===== config.mk =====
export PLATFORM = sky130hd
export DESIGN_NAME = clkout_gen
export DESIGN_NICKNAME = d
export VERILOG_FILES = /design/src/rtl/clkout_pkg.sv /design/src/rtl/clkout_cfg_reg.sv /design/src/rtl/clkout_div.sv /design/src/rtl/clkout_pinmux.sv /design/src/rtl/clkout_gen.sv
export SDC_FILE = /design/constraint.sdc
export NUM_CORES = 1
export LEC_CHECK = 0
export BUFFER_PORTS_ARGS = -buffer_cell sky130_fd_sc_hd__buf_2
export CAP_MARGIN = 30
export CORE_MARGIN = 2
export CORE_UTILIZATION = 42
export DETAILED_ROUTE_END_ITERATION = 10
export PLACE_DENSITY = 0.79
export SYNTH_ARGS = -nofsm -noshare
export SYNTH_HDL_FRONTEND = slang
export SYNTH_SLANG_ARGS = --single-unit

===== constraint.sdc =====
create_clock -name clk -period 1.7 [get_ports clk]
set_input_delay 0.51 -clock clk [delete_from_list [all_inputs] [get_ports clk]]
set_output_delay 0.51 -clock clk [all_outputs]
set_load 0.005 [all_outputs]

===== src/rtl/clkout_pkg.sv =====
package clkout_pkg;

    localparam int CFG_W     = 8;
    localparam int DIV_CNT_W = 2;

    // Register bit positions (software visible layout)
    localparam int B_SRC      = 6;
    localparam int B_DIV_HI   = 5;
    localparam int B_DIV_LO   = 4;
    localparam int B_PERIPH   = 3;
    localparam int B_TBM      = 2;

    localparam logic [CFG_W-1:0] CFG_RESET     = 8'h01;
    localparam logic [CFG_W-1:0] CFG_POR_ONLY  = 8'h08;
    localparam logic [CFG_W-1:0] CFG_IMPL_MASK = 8'h7F;

    typedef enum logic [1:0] {
        DIV_OFF = 2'b00,
        DIV_1   = 2'b01,
        DIV_2   = 2'b10,
        DIV_4   = 2'b11
    } div_sel_e;

    typedef struct packed {
        logic     src_xtal;
        div_sel_e div;
    } clk_mode_t;

    typedef struct packed {
        logic [DIV_CNT_W-1:0] cnt;
        logic                 out;
        clk_mode_t            mode;
    } div_state_t;

endpackage


===== src/rtl/clkout_cfg_reg.sv =====
module clkout_cfg_reg
    import clkout_pkg::*;
#(
    parameter logic [CFG_W-1:0] RESET_VAL = CFG_RESET,
    parameter logic [CFG_W-1:0] POR_MASK  = CFG_POR_ONLY,
    parameter logic [CFG_W-1:0] IMPL_MASK = CFG_IMPL_MASK
) (
    input  logic             clk,
    input  logic             por,
    input  logic             rst,
    input  logic             we,
    input  logic [CFG_W-1:0] wdata,
    output logic [CFG_W-1:0] cfg_o
);

    logic [CFG_W-1:0] cfg_d, cfg_q;

    always_comb begin
        cfg_d = cfg_q;
        if (we) begin
            cfg_d = wdata & IMPL_MASK;
        end
        if (rst) begin
            cfg_d = (RESET_VAL & ~POR_MASK) | (cfg_q & POR_MASK);
        end
        if (por) begin
            cfg_d = RESET_VAL;
        end
    end

    always_ff @(posedge clk) begin
        cfg_q <= cfg_d;
    end

    assign cfg_o = cfg_q & IMPL_MASK;

endmodule


===== src/rtl/clkout_div.sv =====
module clkout_div
    import clkout_pkg::*;
(
    input  logic      clk,
    input  logic      rst_i,
    input  clk_mode_t mode_i,
    input  logic      tick_i,
    output logic      clk_o
);

    div_state_t           st_d, st_q;
    logic [DIV_CNT_W-1:0] mask;

    always_comb begin
        unique case (mode_i.div)
            DIV_1:   mask = DIV_CNT_W'(0);
            DIV_2:   mask = DIV_CNT_W'(1);
            DIV_4:   mask = DIV_CNT_W'(3);
            default: mask = DIV_CNT_W'(0);
        endcase
    end

    always_comb begin
        st_d      = st_q;
        st_d.mode = mode_i;
        if ((mode_i != st_q.mode) || (mode_i.div == DIV_OFF)) begin
            st_d.cnt = '0;
            st_d.out = 1'b0;
        end else if (tick_i) begin
            if ((st_q.cnt & mask) == mask) begin
                st_d.out = ~st_q.out;
            end
            st_d.cnt = st_q.cnt + 1'b1;
        end
        if (rst_i) begin
            st_d = '0;
        end
    end

    always_ff @(posedge clk) begin
        st_q <= st_d;
    end

    assign clk_o = st_q.out;

endmodule


===== src/rtl/clkout_pinmux.sv =====
module clkout_pinmux (
    input  logic clk_mode_i,
    input  logic div_clk_i,
    input  logic ddr_i,
    input  logic dout_i,
    output logic pin_out_o,
    output logic pin_oe_o
);

    always_comb begin
        if (clk_mode_i) begin
            pin_out_o = div_clk_i;
            pin_oe_o  = ddr_i;
        end else begin
            pin_out_o = dout_i;
            pin_oe_o  = ddr_i;
        end
    end

endmodule


===== src/rtl/clkout_gen.sv =====
module clkout_gen
    import clkout_pkg::*;
(
    input  logic             clk,
    input  logic             por,
    input  logic             rst,
    input  logic             reg_we,
    input  logic [CFG_W-1:0] reg_wdata,
    output logic [CFG_W-1:0] reg_rdata,
    input  logic             xtal_tick,
    input  logic             bus_tick,
    input  logic             gpio_dout,
    input  logic             gpio_ddr,
    output logic             pin_out,
    output logic             pin_oe,
    output logic             periph_en,
    output logic             tbm_prescale_en
);

    logic [CFG_W-1:0] cfg;
    clk_mode_t        mode;
    logic             src_tick;
    logic             div_clk;

    clkout_cfg_reg u_cfg (
        .clk   (clk),
        .por   (por),
        .rst   (rst),
        .we    (reg_we),
        .wdata (reg_wdata),
        .cfg_o (cfg)
    );

    always_comb begin
        mode.src_xtal = cfg[B_SRC];
        mode.div      = div_sel_e'(cfg[B_DIV_HI:B_DIV_LO]);
        src_tick      = mode.src_xtal ? xtal_tick : bus_tick;
    end

    clkout_div u_div (
        .clk    (clk),
        .rst_i  (por | rst),
        .mode_i (mode),
        .tick_i (src_tick),
        .clk_o  (div_clk)
    );

    clkout_pinmux u_mux (
        .clk_mode_i (mode.div != DIV_OFF),
        .div_clk_i  (div_clk),
        .ddr_i      (gpio_ddr),
        .dout_i     (gpio_dout),
        .pin_out_o  (pin_out),
        .pin_oe_o   (pin_oe)
    );

    assign reg_rdata       = cfg;
    assign periph_en       = cfg[B_PERIPH];
    assign tbm_prescale_en = cfg[B_TBM];

endmodule


After elaboration in Yosys (flattened, before gate mapping)
Cells that the tools add are included.
{"block": "word_totals", "regBits": 13, "latch_bits": 0, "mem_bits_rw": 0, "rom_bits": 0, "input_bits": 16, "out_inout_bits": 12, "n_memories": 0}
{"block": "classes", "n_addsub": 1, "n_mul": 0, "div_mod_pow": 0, "n_lt_le_gt_ge": 0, "eq_ne": 4, "shifts": 0, "muxes": 3, "n_bitwise": 4, "reduce_logical": 7}
{"operator": "2-bit == test, second input constant", "count": 2}
{"operator": "2-bit one-hot mux with 2 select lines", "count": 1}
{"operator": "2-bit AND reduction", "count": 2}
{"operator": "2-bit OR reduction", "count": 2}
{"operator": "3-bit inequality test", "count": 1}
{"operator": "2-bit by 1-bit adder with 2-bit output, second input constant", "count": 1}
{"operator": "2-bit AND", "count": 1}
{"operator": "2-bit == test", "count": 1}
{"operator": "2-bit logical NOT", "count": 1}
{"operator": "1-bit 2-to-1 mux", "count": 2}
{"operator": "1-bit NOT", "count": 2}
{"operator": "2-bit nonzero test", "count": 1}
{"operator": "1-bit logical OR", "count": 1}
{"operator": "1-bit bitwise OR", "count": 1}

Logic depth before layout (Yosys ltp)
{"block": "logic_depth", "word_depth": 5, "ltp_mapped": 4, "mapped_depth_nobuf": 4}

By module
A second synthesis with hierarchy kept.
{"block": "unflattened", "cells_unflattened": 60, "area_unflattened_um2": 595.6}
{"mod": "clkout_cfg_reg", "n_inst": 1, "cells_each": 28, "area_per_inst_um2": 282.8}
{"mod": "clkout_div", "n_inst": 1, "cells_each": 25, "area_per_inst_um2": 247.7}
{"mod": "clkout_gen", "n_inst": 1, "cells_each": 5, "area_per_inst_um2": 42.5}
{"mod": "clkout_pinmux", "n_inst": 1, "cells_each": 2, "area_per_inst_um2": 22.5}

Worst setup path after synthesis
Ideal clock, no wire load.
{"block": "synth_path", "kind": "input-to-reg", "start": "in rst", "end": "reg u_div.st_q[4] in the netlist's numbering", "setup_ns": 0.073, "arrival_time_ns": 1.546, "required_time_ns": 1.627, "path_slack_ns": 0.081, "stages": 4, "n_path_buf": 1, "path_cell_list": "or2_0 -> buf_2 -> or4_4 -> nor3_2"}
{"block": "synth_between", "elab_chain_len": 2}
{"element": "start: declaration", "line": "clkout_gen.sv:6", "source": "input logic rst,"}
{"element": "1-bit bitwise OR", "line": "clkout_gen.sv:42", "source": ".rst_i (por | rst),"}
{"element": "2-bit OR reduction (no line)"}
{"element": "end signal: assignment", "line": "clkout_div.sv:41", "source": "st_q <= st_d;"}
{"element": "end: declaration", "line": "clkout_div.sv:11", "source": "div_state_t st_d, st_q;"}
Every way passes these cells.
A chain may end at the register's enable or synchronous reset.

Worst setup path after layout
{"block": "layout_path", "start": "reg u_cfg.cfg_q[5]", "end": "out pin_out"}
{"block": "layout_between", "elab_chain_len": 2}
{"element": "start: declaration", "line": "clkout_cfg_reg.sv:16", "source": "logic [CFG_W-1:0] cfg_d, cfg_q;"}
{"element": "start signal: assignment", "line": "clkout_cfg_reg.sv:32", "source": "cfg_q <= cfg_d;"}
{"element": "2-bit nonzero test", "line": "clkout_gen.sv:49", "source": ".clk_mode_i (mode.div != DIV_OFF),"}
{"element": "1-bit 2-to-1 mux", "line": "clkout_pinmux.sv:11", "source": "if (clk_mode_i) begin"}
{"element": "end: declaration", "line": "clkout_gen.sv:14", "source": "output logic pin_out,"}
Every way passes these cells.

==> impl_results.md <==
* Status: complete, no violations
* Worst Hold Class: in -> reg
* Clock Pin Slew Worst Setup and Hold Paths at 0.07 ns
* Placed Area at 673 sq um
* IO Port Bufs at 23
* CP max FO at 4
* Root buffer cell: clkbuf_4
* Initial DRC count at 7
* # rows at 13
* Clock skew at 0.000672 ns
* Skew-Pair Late Insertion Delay at 0.27 ns
* R2R Path End: u_div.st_q[4]
* Dominant cells by area after synthesis: dfxtp_1, mux2i_1, nor2_1
* Core Footprint at 1280 sq um
* Min-Delay Path Depth at 2
* Seq pwr share at 0.557
* Number of max-cap violations at 0
* Worst VDD drop at 0.000402 V
* Combinational share of power at 0.124
* Clock buffer depth at 2
* First-pass GRT wire length at 1.59 mm
* Initial Util at 0.444
* Ant. Diodes at 0
* Switching share of power at 0.219
* Mapped Area at 571 sq um
* Most common cell after layout, fill and taps aside: buf_2
* Top-area cell type share of the netlist area at 0.456
* Seq/Total Area, Yosys at 0.456
* Vias/cell at 4.67
* Hold endpoint: u_cfg.cfg_q[3]
* Final GP Congestion at 0.663
* Final period utilization at 0.975
* Max Slew Vio Count at 0
* Power density over the cells at 758 nW/um^2
* Syn-to-layout area delta at 30.9%
* # nets final at 100
* Commonest non-fill, non-tap cells in the layout: buf_2, dfxtp_1, mux2i_1, nor2_1, buf_4
* Mean Syn Cell Area at 9.84 sq um
* Internal power at 0.442 mW
* Setup crit end kind: output pin
* Post-route ant nets at 0
* Hold-fix buffers, CTS at 0
* Die height at 40.9 microns
* Beginning of the worst hold path: por
* Post-synthesis cell count at 58
* Largest area contributor in the netlist: dfxtp_1
* RSZ-0062 raised after global routing: yes
* Synth unique cells at 23
* Slowest library cell on the worst path: dfxtp_4
* Type of the worst setup path: reg -> out
* Largest net degree at the start of global routing at 8
* Yosys Warn Count at 0
* Worst reg2reg path depth at 5
* Crit path DAT at 1.15 ns
* Min Tclk post-route at 1.66 ns
* Critical path buffers and inverters at 1
* Detailed Routing Iterations Pass 1 at 4
* Final Hold Viols at 0
* Nature of the critical path startpoint: flop
* Switching power at 0.124 mW
* Vias in the first global route at 395
* Htree depth at 1
* Gr ovfl total at 0
* Cts bufs inserted at 3
* Width of the die at 40.9 microns
* Clock Sinks at 13
* HPWL after DPL at 756 microns
* WL/cell at 10.4 microns
* Die area at 1670 sq um
* Clock Power Share at 0.319
* Setup violators final at 0
* Post-route cell area at 747 sq um
* Utilization after layout at 0.581
* Syn nets at 74
* DRC at 0
* Drt total wl at 1.02 mm
* Num ports at 28
* TritonCTS clock tree: built
* Reg-to-reg startpoint: u_cfg.cfg_q[4]
* R2r setup slk at 0.17 ns
* Via count at 458
* Layout cell share with drive strength beyond 1 at 0.458
* Register bit total from synthesis at 13
* Critical Path RT at 1.19 ns
* Overall Global Routing Usage at 0.153
* Max Freq at 0.603 GHz
* Critical-path cell list: nor2_4 > mux2_4 > buf_6
* Initial antenna violation count at 0
* Pleak at 0.368 nW
* Crit-path max cell delay at 0.36 ns
* CP delay by family, top: flip-flops
-- layout make-up --
cell class	instances	area, sq um
Clock buffer	4	26.3
Sequential cell	13	268
Fill cell	128	538
Multi-Input combinational cell	39	283
Timing Repair Buffer	27	151
Tap cell	15	18.8
-- cells in the mapped netlist (all sizes together) --
| cell | n |
|---|---|
| mux2i | 8 |
| nor2 | 9 |
| nand2b | 1 |
| nand2 | 1 |
| dfxtp | 13 |
| a21oi | 2 |
| buf | 5 |
| xnor2 | 1 |
| and2 | 3 |
| nor3 | 1 |
| nor3b | 1 |
| conb | 1 |
| or4 | 1 |
| or3 | 1 |
| nor2b | 1 |
| clkbuf | 1 |
| or2 | 1 |
| and2b | 2 |
| o21ai | 1 |
| a21boi | 1 |
| mux2 | 1 |
| xor2 | 2 |
-- power groups by stage --
| stage | sequential, mW | combinational (mW) | clock, mW |
|---|---|---|---|
| 6_report | 0.315 | 0.0703 | 0.181 |
| 5_1_grt | 0.316 | 0.0791 | 0.211 |
| 4_1_cts | 0.314 | 0.0666 | 0.191 |
| 3_5_place_dp | 0.325 | 0.0615 | 0 |
| 3_3_place_gp | 0.325 | 0.0604 | 0 |
| 2_1_floorplan | 0.324 | 0.0392 | 0 |
-- worst reg2reg max path, stage by stage, from the launching register on --
cell	delay, ns
dfxtp_4	0.37
buf_4	0.14
nor3b_1	0.19
a21oi_1	0.06
or4_4	0.53
nor3_2	0.18
-- metal layers --
layer	GRT usage	up-vias	wire length, microns
li1	-	236	-
met1	0.171	199	428
met2	0.246	21	493
met3	0.0489	2	86
met4	0.100	0	9
met5	0	-	0
-- state kept, by name (all words and copies together), names as in the netlist --
signal	flops
u_div.st_q	5
u_cfg.cfg_q	7
u_div.clk_o	1
-- cells by family after synthesis --
| group | Yosys count | synth area share |
|---|---|---|
| AND/OR/NAND/NOR | 22 | 0.224 |
| flip-flops | 13 | 0.456 |
| multiplexers | 9 | 0.160 |
| buffers and inverters | 6 | 0.0680 |
| AO/OA/AOI/OAI | 4 | 0.0395 |
| XOR/XNOR | 3 | 0.0461 |
| other | 1 | 0.00657 |
-- stage by stage --
step / worst slack [ns] / cells / TNS, ns / hold WS, ns / power (mW)
final: 0.0424 / 98 / 0 / 0.415 / 0.566
after global routing: -0.00288 / 98 / -0.00288 / 0.415 / 0.606
after CTS: 0.00652 / 98 / 0 / 0.406 / 0.571
after detailed placement: 0.0115 / 91 / 0 / 0.459 / 0.386
after global placement: 0.0320 / 91 / 0 / 0.452 / 0.385
after floorplan: 0.0809 / 58 / 0 / 0.452 / 0.364
-- how the worst max path moves through the flow --
stage                          to  slack, ns  cells past startpoint            from
floorplan           u_div.st_q[4]       0.08                      4             rst
finish                    pin_out       0.04                      3  u_cfg.cfg_q[5]
CTS                       pin_out      0.007                      3  u_cfg.cfg_q[4]
global route              pin_out     -0.003                      3  u_cfg.cfg_q[5]
global placement    u_div.st_q[4]       0.03                      4             rst
detailed placement  u_div.st_q[4]       0.01                      4             rst
-- timing repair --
item	in CTS	in global routing
endpoints found under the setup margin	1	1
pin swaps	0	1
resized for setup	4	4
cloned	0	0
setup buffers	3	0
Note: power is estimated with default switching activity, not from simulation.
